--- src/rtl/dog_timer_pkg.sv ---
package dog_timer_pkg;
    localparam int DT_DATA_W = 32;
    localparam int DT_CNT_W  = 29;

    typedef enum logic [1:0] {
        DOG_IDLE  = 2'd0,
        DOG_ARMED = 2'd1,
        DOG_OWED  = 2'd2,
        DOG_BITE  = 2'd3
    } dog_state_e;
endpackage

--- src/rtl/dog_timer_decode.sv ---
module dog_timer_decode #(
    parameter int DATA_W = 32,
    parameter int CNT_W  = 29
) (
    input  logic              bus_sel,
    input  logic              bus_wr,
    input  logic              bus_addr,
    input  logic [DATA_W-1:0] bus_wdata,
    input  logic              run,
    input  logic              periodic,
    input  logic [CNT_W-1:0]  reload,
    input  logic [CNT_W-1:0]  count,
    input  logic              irq,
    output logic              ctl_wr,
    output logic              ctl_rd,
    output logic              wr_run,
    output logic              wr_mode,
    output logic [CNT_W-1:0]  wr_value,
    output logic              irq_clr,
    output logic [DATA_W-1:0] bus_rdata
);
    localparam int RUN_BIT  = DATA_W - 1;
    localparam int MODE_BIT = DATA_W - 2;
    localparam int ACK_BIT  = DATA_W - 2;

    logic do_wr;
    logic do_rd;
    logic unused_wdata;

    assign do_wr   = bus_sel && bus_wr;
    assign do_rd   = bus_sel && !bus_wr;
    assign ctl_wr  = do_wr && !bus_addr;
    assign ctl_rd  = do_rd && !bus_addr;
    assign irq_clr = do_wr && bus_addr && bus_wdata[ACK_BIT];

    assign wr_run   = bus_wdata[RUN_BIT];
    assign wr_mode  = bus_wdata[MODE_BIT];
    assign wr_value = bus_wdata[CNT_W-1:0];

    assign unused_wdata = ^bus_wdata;

    always_comb begin
        bus_rdata = '0;
        if (do_rd) begin
            if (!bus_addr) begin
                bus_rdata[RUN_BIT]     = run;
                bus_rdata[MODE_BIT]    = periodic;
                bus_rdata[CNT_W-1:0]   = reload;
            end else begin
                bus_rdata[ACK_BIT]     = irq;
                bus_rdata[CNT_W-1:0]   = count;
            end
        end
    end
endmodule

--- src/rtl/dog_timer_counter.sv ---
module dog_timer_counter #(
    parameter int CNT_W = 29
) (
    input  logic             clk,
    input  logic             rst_n,
    input  logic             tick_en,
    input  logic             load,
    input  logic             load_run,
    input  logic             load_mode,
    input  logic [CNT_W-1:0] load_value,
    input  logic             irq_clr,
    output logic             run,
    output logic             periodic,
    output logic [CNT_W-1:0] reload,
    output logic [CNT_W-1:0] count,
    output logic             expire,
    output logic             irq
);
    localparam logic [CNT_W-1:0] CNT_ZERO = '0;
    localparam logic [CNT_W-1:0] CNT_ONE  = {{(CNT_W-1){1'b0}}, 1'b1};

    logic             run_q;
    logic             mode_q;
    logic [CNT_W-1:0] rel_q;
    logic [CNT_W-1:0] cnt_q;
    logic             irq_q;

    assign expire = tick_en && run_q && (cnt_q == CNT_ZERO) && !load;

    always_ff @(posedge clk or negedge rst_n) begin
        if (!rst_n) begin
            run_q  <= 1'b0;
            mode_q <= 1'b0;
            rel_q  <= CNT_ZERO;
            cnt_q  <= CNT_ZERO;
        end else if (load) begin
            run_q  <= load_run;
            mode_q <= load_mode;
            rel_q  <= load_value;
            cnt_q  <= load_value;
        end else if (tick_en && run_q) begin
            if (cnt_q == CNT_ZERO) begin
                if (mode_q) begin
                    cnt_q <= rel_q;
                end else begin
                    run_q <= 1'b0;
                end
            end else begin
                cnt_q <= cnt_q - CNT_ONE;
            end
        end
    end

    always_ff @(posedge clk or negedge rst_n) begin
        if (!rst_n) begin
            irq_q <= 1'b0;
        end else if (expire) begin
            irq_q <= 1'b1;
        end else if (irq_clr) begin
            irq_q <= 1'b0;
        end
    end

    assign run      = run_q;
    assign periodic = mode_q;
    assign reload   = rel_q;
    assign count    = cnt_q;
    assign irq      = irq_q;
endmodule

--- src/rtl/dog_timer_fsm.sv ---
module dog_timer_fsm
    import dog_timer_pkg::*;
(
    input  logic clk,
    input  logic rst_n,
    input  logic run,
    input  logic disarm,
    input  logic expire,
    input  logic service,
    output logic bite
);
    dog_state_e state_q;
    dog_state_e state_d;

    always_comb begin
        state_d = state_q;
        if (!run || disarm) begin
            state_d = DOG_IDLE;
        end else begin
            unique case (state_q)
                DOG_IDLE:  state_d = expire ? DOG_OWED : DOG_ARMED;
                DOG_ARMED: state_d = expire ? DOG_OWED : DOG_ARMED;
                DOG_OWED: begin
                    if (expire)       state_d = service ? DOG_OWED : DOG_BITE;
                    else if (service) state_d = DOG_ARMED;
                    else              state_d = DOG_OWED;
                end
                DOG_BITE: begin
                    if (!expire && service) state_d = DOG_ARMED;
                    else                    state_d = DOG_OWED;
                end
                default:   state_d = DOG_IDLE;
            endcase
        end
    end

    always_ff @(posedge clk or negedge rst_n) begin
        if (!rst_n) state_q <= DOG_IDLE;
        else        state_q <= state_d;
    end

    always_comb begin
        bite = (state_q == DOG_BITE);
    end
endmodule

--- src/rtl/dog_timer.sv ---
module dog_timer
    import dog_timer_pkg::*;
#(
    parameter int DATA_W = DT_DATA_W,
    parameter int CNT_W  = DT_CNT_W
) (
    input  logic              clk,
    input  logic              rst_n,
    input  logic              tick_en,
    input  logic              bus_sel,
    input  logic              bus_wr,
    input  logic              bus_addr,
    input  logic [DATA_W-1:0] bus_wdata,
    output logic [DATA_W-1:0] bus_rdata,
    output logic              irq,
    output logic              dog_rst
);
    logic             ctl_wr;
    logic             ctl_rd;
    logic             wr_run;
    logic             wr_mode;
    logic [CNT_W-1:0] wr_value;
    logic             irq_clr;
    logic             run;
    logic             periodic;
    logic [CNT_W-1:0] reload;
    logic [CNT_W-1:0] cur_count;
    logic             expire;
    logic             irq_int;
    logic             disarm;

    assign disarm = ctl_wr && !wr_run;

    dog_timer_decode #(.DATA_W(DATA_W), .CNT_W(CNT_W)) u_decode (
        .bus_sel   (bus_sel),
        .bus_wr    (bus_wr),
        .bus_addr  (bus_addr),
        .bus_wdata (bus_wdata),
        .run       (run),
        .periodic  (periodic),
        .reload    (reload),
        .count     (cur_count),
        .irq       (irq_int),
        .ctl_wr    (ctl_wr),
        .ctl_rd    (ctl_rd),
        .wr_run    (wr_run),
        .wr_mode   (wr_mode),
        .wr_value  (wr_value),
        .irq_clr   (irq_clr),
        .bus_rdata (bus_rdata)
    );

    dog_timer_counter #(.CNT_W(CNT_W)) u_counter (
        .clk        (clk),
        .rst_n      (rst_n),
        .tick_en    (tick_en),
        .load       (ctl_wr),
        .load_run   (wr_run),
        .load_mode  (wr_mode),
        .load_value (wr_value),
        .irq_clr    (irq_clr),
        .run        (run),
        .periodic   (periodic),
        .reload     (reload),
        .count      (cur_count),
        .expire     (expire),
        .irq        (irq_int)
    );

    dog_timer_fsm u_fsm (
        .clk     (clk),
        .rst_n   (rst_n),
        .run     (run),
        .disarm  (disarm),
        .expire  (expire),
        .service (ctl_rd),
        .bite    (dog_rst)
    );

    assign irq = irq_int;
endmodule

--- config.mk ---
export PLATFORM = sky130hd
export DESIGN_NAME = dog_timer
export DESIGN_NICKNAME = d
export VERILOG_FILES = /design/src/rtl/dog_timer_pkg.sv /design/src/rtl/dog_timer_decode.sv /design/src/rtl/dog_timer_counter.sv /design/src/rtl/dog_timer_fsm.sv /design/src/rtl/dog_timer.sv
export SDC_FILE = /design/constraint.sdc
export NUM_CORES = 1
export LEC_CHECK = 0
export ABC_AREA = 1
export BUFFER_PORTS_ARGS = -buffer_cell sky130_fd_sc_hd__buf_2
export CAP_MARGIN = 5
export CORE_AREA = 2 2 103 105
export DETAILED_ROUTE_END_ITERATION = 8
export DIE_AREA = 0 0 105 107
export PLACE_DENSITY_LB_ADDON = 0.3
export SLEW_MARGIN = 20
export SYNTH_ARGS = -nofsm -noshare
export SYNTH_HDL_FRONTEND = slang
export SYNTH_SLANG_ARGS = --single-unit
--- constraint.sdc ---
create_clock -name clk -period 2.4 [get_ports clk]
set_clock_uncertainty 0.1 [all_clocks]
set_input_delay 0.12 -clock clk [delete_from_list [all_inputs] [get_ports clk]]
set_output_delay 0.12 -clock clk [all_outputs]
set_load 0.02 [all_outputs]
==> flow_summary.ini <==
[sta]
period_needed_ns = 2.22
hold_viol = 0
slew_violations = 0
tightest_slew_ns = 0.727
fmax_ghz = 0.450
whs_ns = 0.0924
period_share = 0.926
slew_headroom = 0.515
tns_ns = 0
final-setup-viol-count = 0
rsz0062_at_grt = no

[cts]
clk_latency_ns = 0.36
path_clk_slew_ns = 0.07
htree_levels = 3
numCtsBuffers = 9
clkSinkCount = 63
clock_path_buffers = 2
cts_tree = yes
root_buffer = clkbuf_8

[grt]
track_usage = 0.229
grt_max_degree = 61
grt_pass1_vias = 4229
antenna_found_initial = 0
grt_pass1_wl_um = 20500
gr-total-overflow = 0

[power_and_ir_drop]
switching_share = 0.449
p_leak_nw = 2.75
p_int_mw = 2.66
clockPowerShare = 0.207
p_sw_mw = 2.17
seqPwrFrac = 0.346
power_density_nw_per_um2 = 893
vdd_drop_max_uv = 369
comb_power_share = 0.447

[route]
route.antenna.remaining_nets = 0
wire_per_inst_um = 13.8
viasPerCell = 5.06
drt_first_pass_iters = 5
vias = 4490
drt_iter0_markers = 236
wirelength_um = 12200
drcViolationCount = 0

[layout]
num-fill-cells = 1032
antenna_cells = 0
syn2layout_area_growth_pct = 21.6
nets = 788
multi_input_area_um2 = 2400
drive_above_1_share = 0.188
seq_area_um2 = 1580

[critical_path]
path_delay_family = simple AND/OR/NAND/NOR gates
worstPathCellList = nor2_1, nand2_1, nor2_4, nand2_2, nor2_4, nand3_4, nand2_8, inv_4, nand2_1, o21ai_2
cp_slowest_cell = dfrtp_1
slowest_delay_ns = 0.42
required_ns = 2.54
cp_max_fo = 31
crit_type = reg -> reg
arrival_ns = 2.36
ff2ff_setup_slack_ns = 0.18
path_buf_inv = 1
start_kind = flop
endpoint_kind = flop

[yosys]
synth.yosys.warnings = 0
synth_area_um2 = 4450
syn_nets = 696
ys_top_cells_by_area = dfrtp_1, nand2_1, nor2_1
ys_ff_latch = 63
yosysSeqAreaShare = 0.354
syn_avg_cell_area_um2 = 6.79
yosysTopAreaCell = dfrtp_1
yosys.cell_types.count = 34
postSynthCellCount = 655
synth.top_cell.area_share = 0.354

[die]
initial_utilization = 0.441
rows = 37
num_io_pins = 72
die-area_um2 = 11200
core_area_um2 = 10100
dieWidth_um = 105
die_h_um = 107

[placed_design]
portBuffers = 69
dp_hpwl_um = 8440
gp_congestion = 0.890

[job]
cap_violations = 0

[worst_hold_path]
worstHoldPathType = in -> reg

[run_status]
status = finished clean
[cell usage after synthesis]
cell and instances:
a211oi_1 30, a21oi_1 14, a21oi_2 2, buf_1 7, buf_2 8, buf_4 4
buf_6 6, clkbuf_1 4, clkinv_1 1, conb_1 1, dfrtp_1 63, ha_1 3
inv_1 75, inv_2 3, inv_4 1, nand2_1 180, nand2_2 11, nand2_4 2
nand3_1 28, nand3_2 1, nand3_4 1, nand4_1 8, nor2_1 93, nor2_2 8
nor2_4 5, nor3_1 1, nor3_4 1, nor4_1 1, o21ai_0 58, o21ai_1 7
o21ai_2 12, or2_2 1, xnor2_1 1, xor2_1 14
[kinds of logic after synthesis]
family	count (synthesis)	share of synthesized area
adder cells (fa/ha/maj)	3	0.00844
AND/OR/NAND/NOR	341	0.331
XOR/XNOR	15	0.0295
buffers and inverters	109	0.108
other	1	0.000843
AO/OA/AOI/OAI	123	0.167
flip-flops	63	0.354
[worst register-to-register path, cell delays in order, from the launching register on]
cell,delay (ns)
dfrtp_1,0.42
nor2_1,0.18
nand2_1,0.14
nor2_4,0.21
nand2_2,0.10
nor2_4,0.15
nand3_4,0.17
nand2_8,0.22
inv_4,0.19
nand2_1,0.17
o21ai_2,0.06
[worst paths after layout]
path / depth (start not counted) / endpoint / start
min in group asynchronous: 2 / u_counter.reload[8]$_DFFE_PN0P_ / rst_n
min reg2reg: 2 / u_counter.count[1]$_DFFE_PN0P_ / u_counter.count[1]$_DFFE_PN0P_
min: 4 / u_counter.irq$_DFFE_PN0P_ / bus_sel
max in group asynchronous: 3 / u_counter.count[26]$_DFFE_PN0P_ / rst_n
max: 10 / u_counter.count[3]$_DFFE_PN0P_ / u_counter.count[14]$_DFFE_PN0P_
max reg2reg: 10 / u_counter.count[3]$_DFFE_PN0P_ / u_counter.count[14]$_DFFE_PN0P_
[registers in the layout, summed over array words and instances, names as in the netlist]
name	flops
u_counter.irq	1
u_fsm.state_q	2
u_counter.run	1
u_counter.count	29
u_counter.reload	29
u_counter.periodic	1
[power groups by stage]
stage               Combinational (mW)  Sequential, mW  Clock [mW]
global route                      2.48            1.71        1.06
global placement                  2.04            1.67           0
detailed placement                2.10            1.68           0
finish                            2.16            1.67        1.00
floorplan                         1.68            1.60           0
CTS                               2.15            1.66        1.01
[routing by layer]
| metal | GRT usage | vias to the layer above | routed length [µm] |
|---|---|---|---|
| li1 | - | 2274 | - |
| met2 | 0.359 | 140 | 5420 |
| met3 | 0.0334 | 29 | 748 |
| met5 | 0 | - | 0 |
| met1 | 0.312 | 2047 | 5710 |
| met4 | 0.109 | 0 | 352 |
[metrics by stage]
| stage | cells | setup WS (ns) | utilization | cell area (µm²) | total power [mW] |
|---|---|---|---|---|---|
| floorplan | 655 | 0.240 | - | 4450 | 3.28 |
| detailed placement | 840 | 0.107 | 0.482 | 4860 | 3.78 |
| CTS | 888 | 0.0919 | 0.534 | 5390 | 4.83 |
| finish | 888 | 0.177 | 0.536 | 5410 | 4.83 |
| global route | 888 | 0.00157 | 0.536 | 5410 | 5.25 |
| global placement | 840 | 0.154 | 0.482 | 4860 | 3.71 |
[area by class of cell]
cell class	count	share of cell area
timing repair buffer	110	0.138
tap	136	0.0315
clock buffer	13	0.0312
inverter	80	0.0560
sequential	63	0.292
clock inverter	3	0.00740
multi-input combinational	483	0.444
[cell usage in the layout, fill, tap and decap left out, types with 12 or more instances in the layout]
cell,n
buf_2,69
o21ai_2,12
dfrtp_1,63
a211oi_1,30
nor2_1,93
inv_1,75
clkbuf_8,12
xor2_1,14
a21oi_1,14
dlygate4sd3_1,32
nand2_1,180
nand3_1,28
o21ai_0,58
[repair_timing]
action                                 in CTS  in global routing
setup buffers                               0                  0
hold buffers                               32                  0
endpoints found under the hold margin      57                  0
resized for setup                           0                  1
setup endpoints to repair                   0                 22
(Power assumes the default switching activity.)
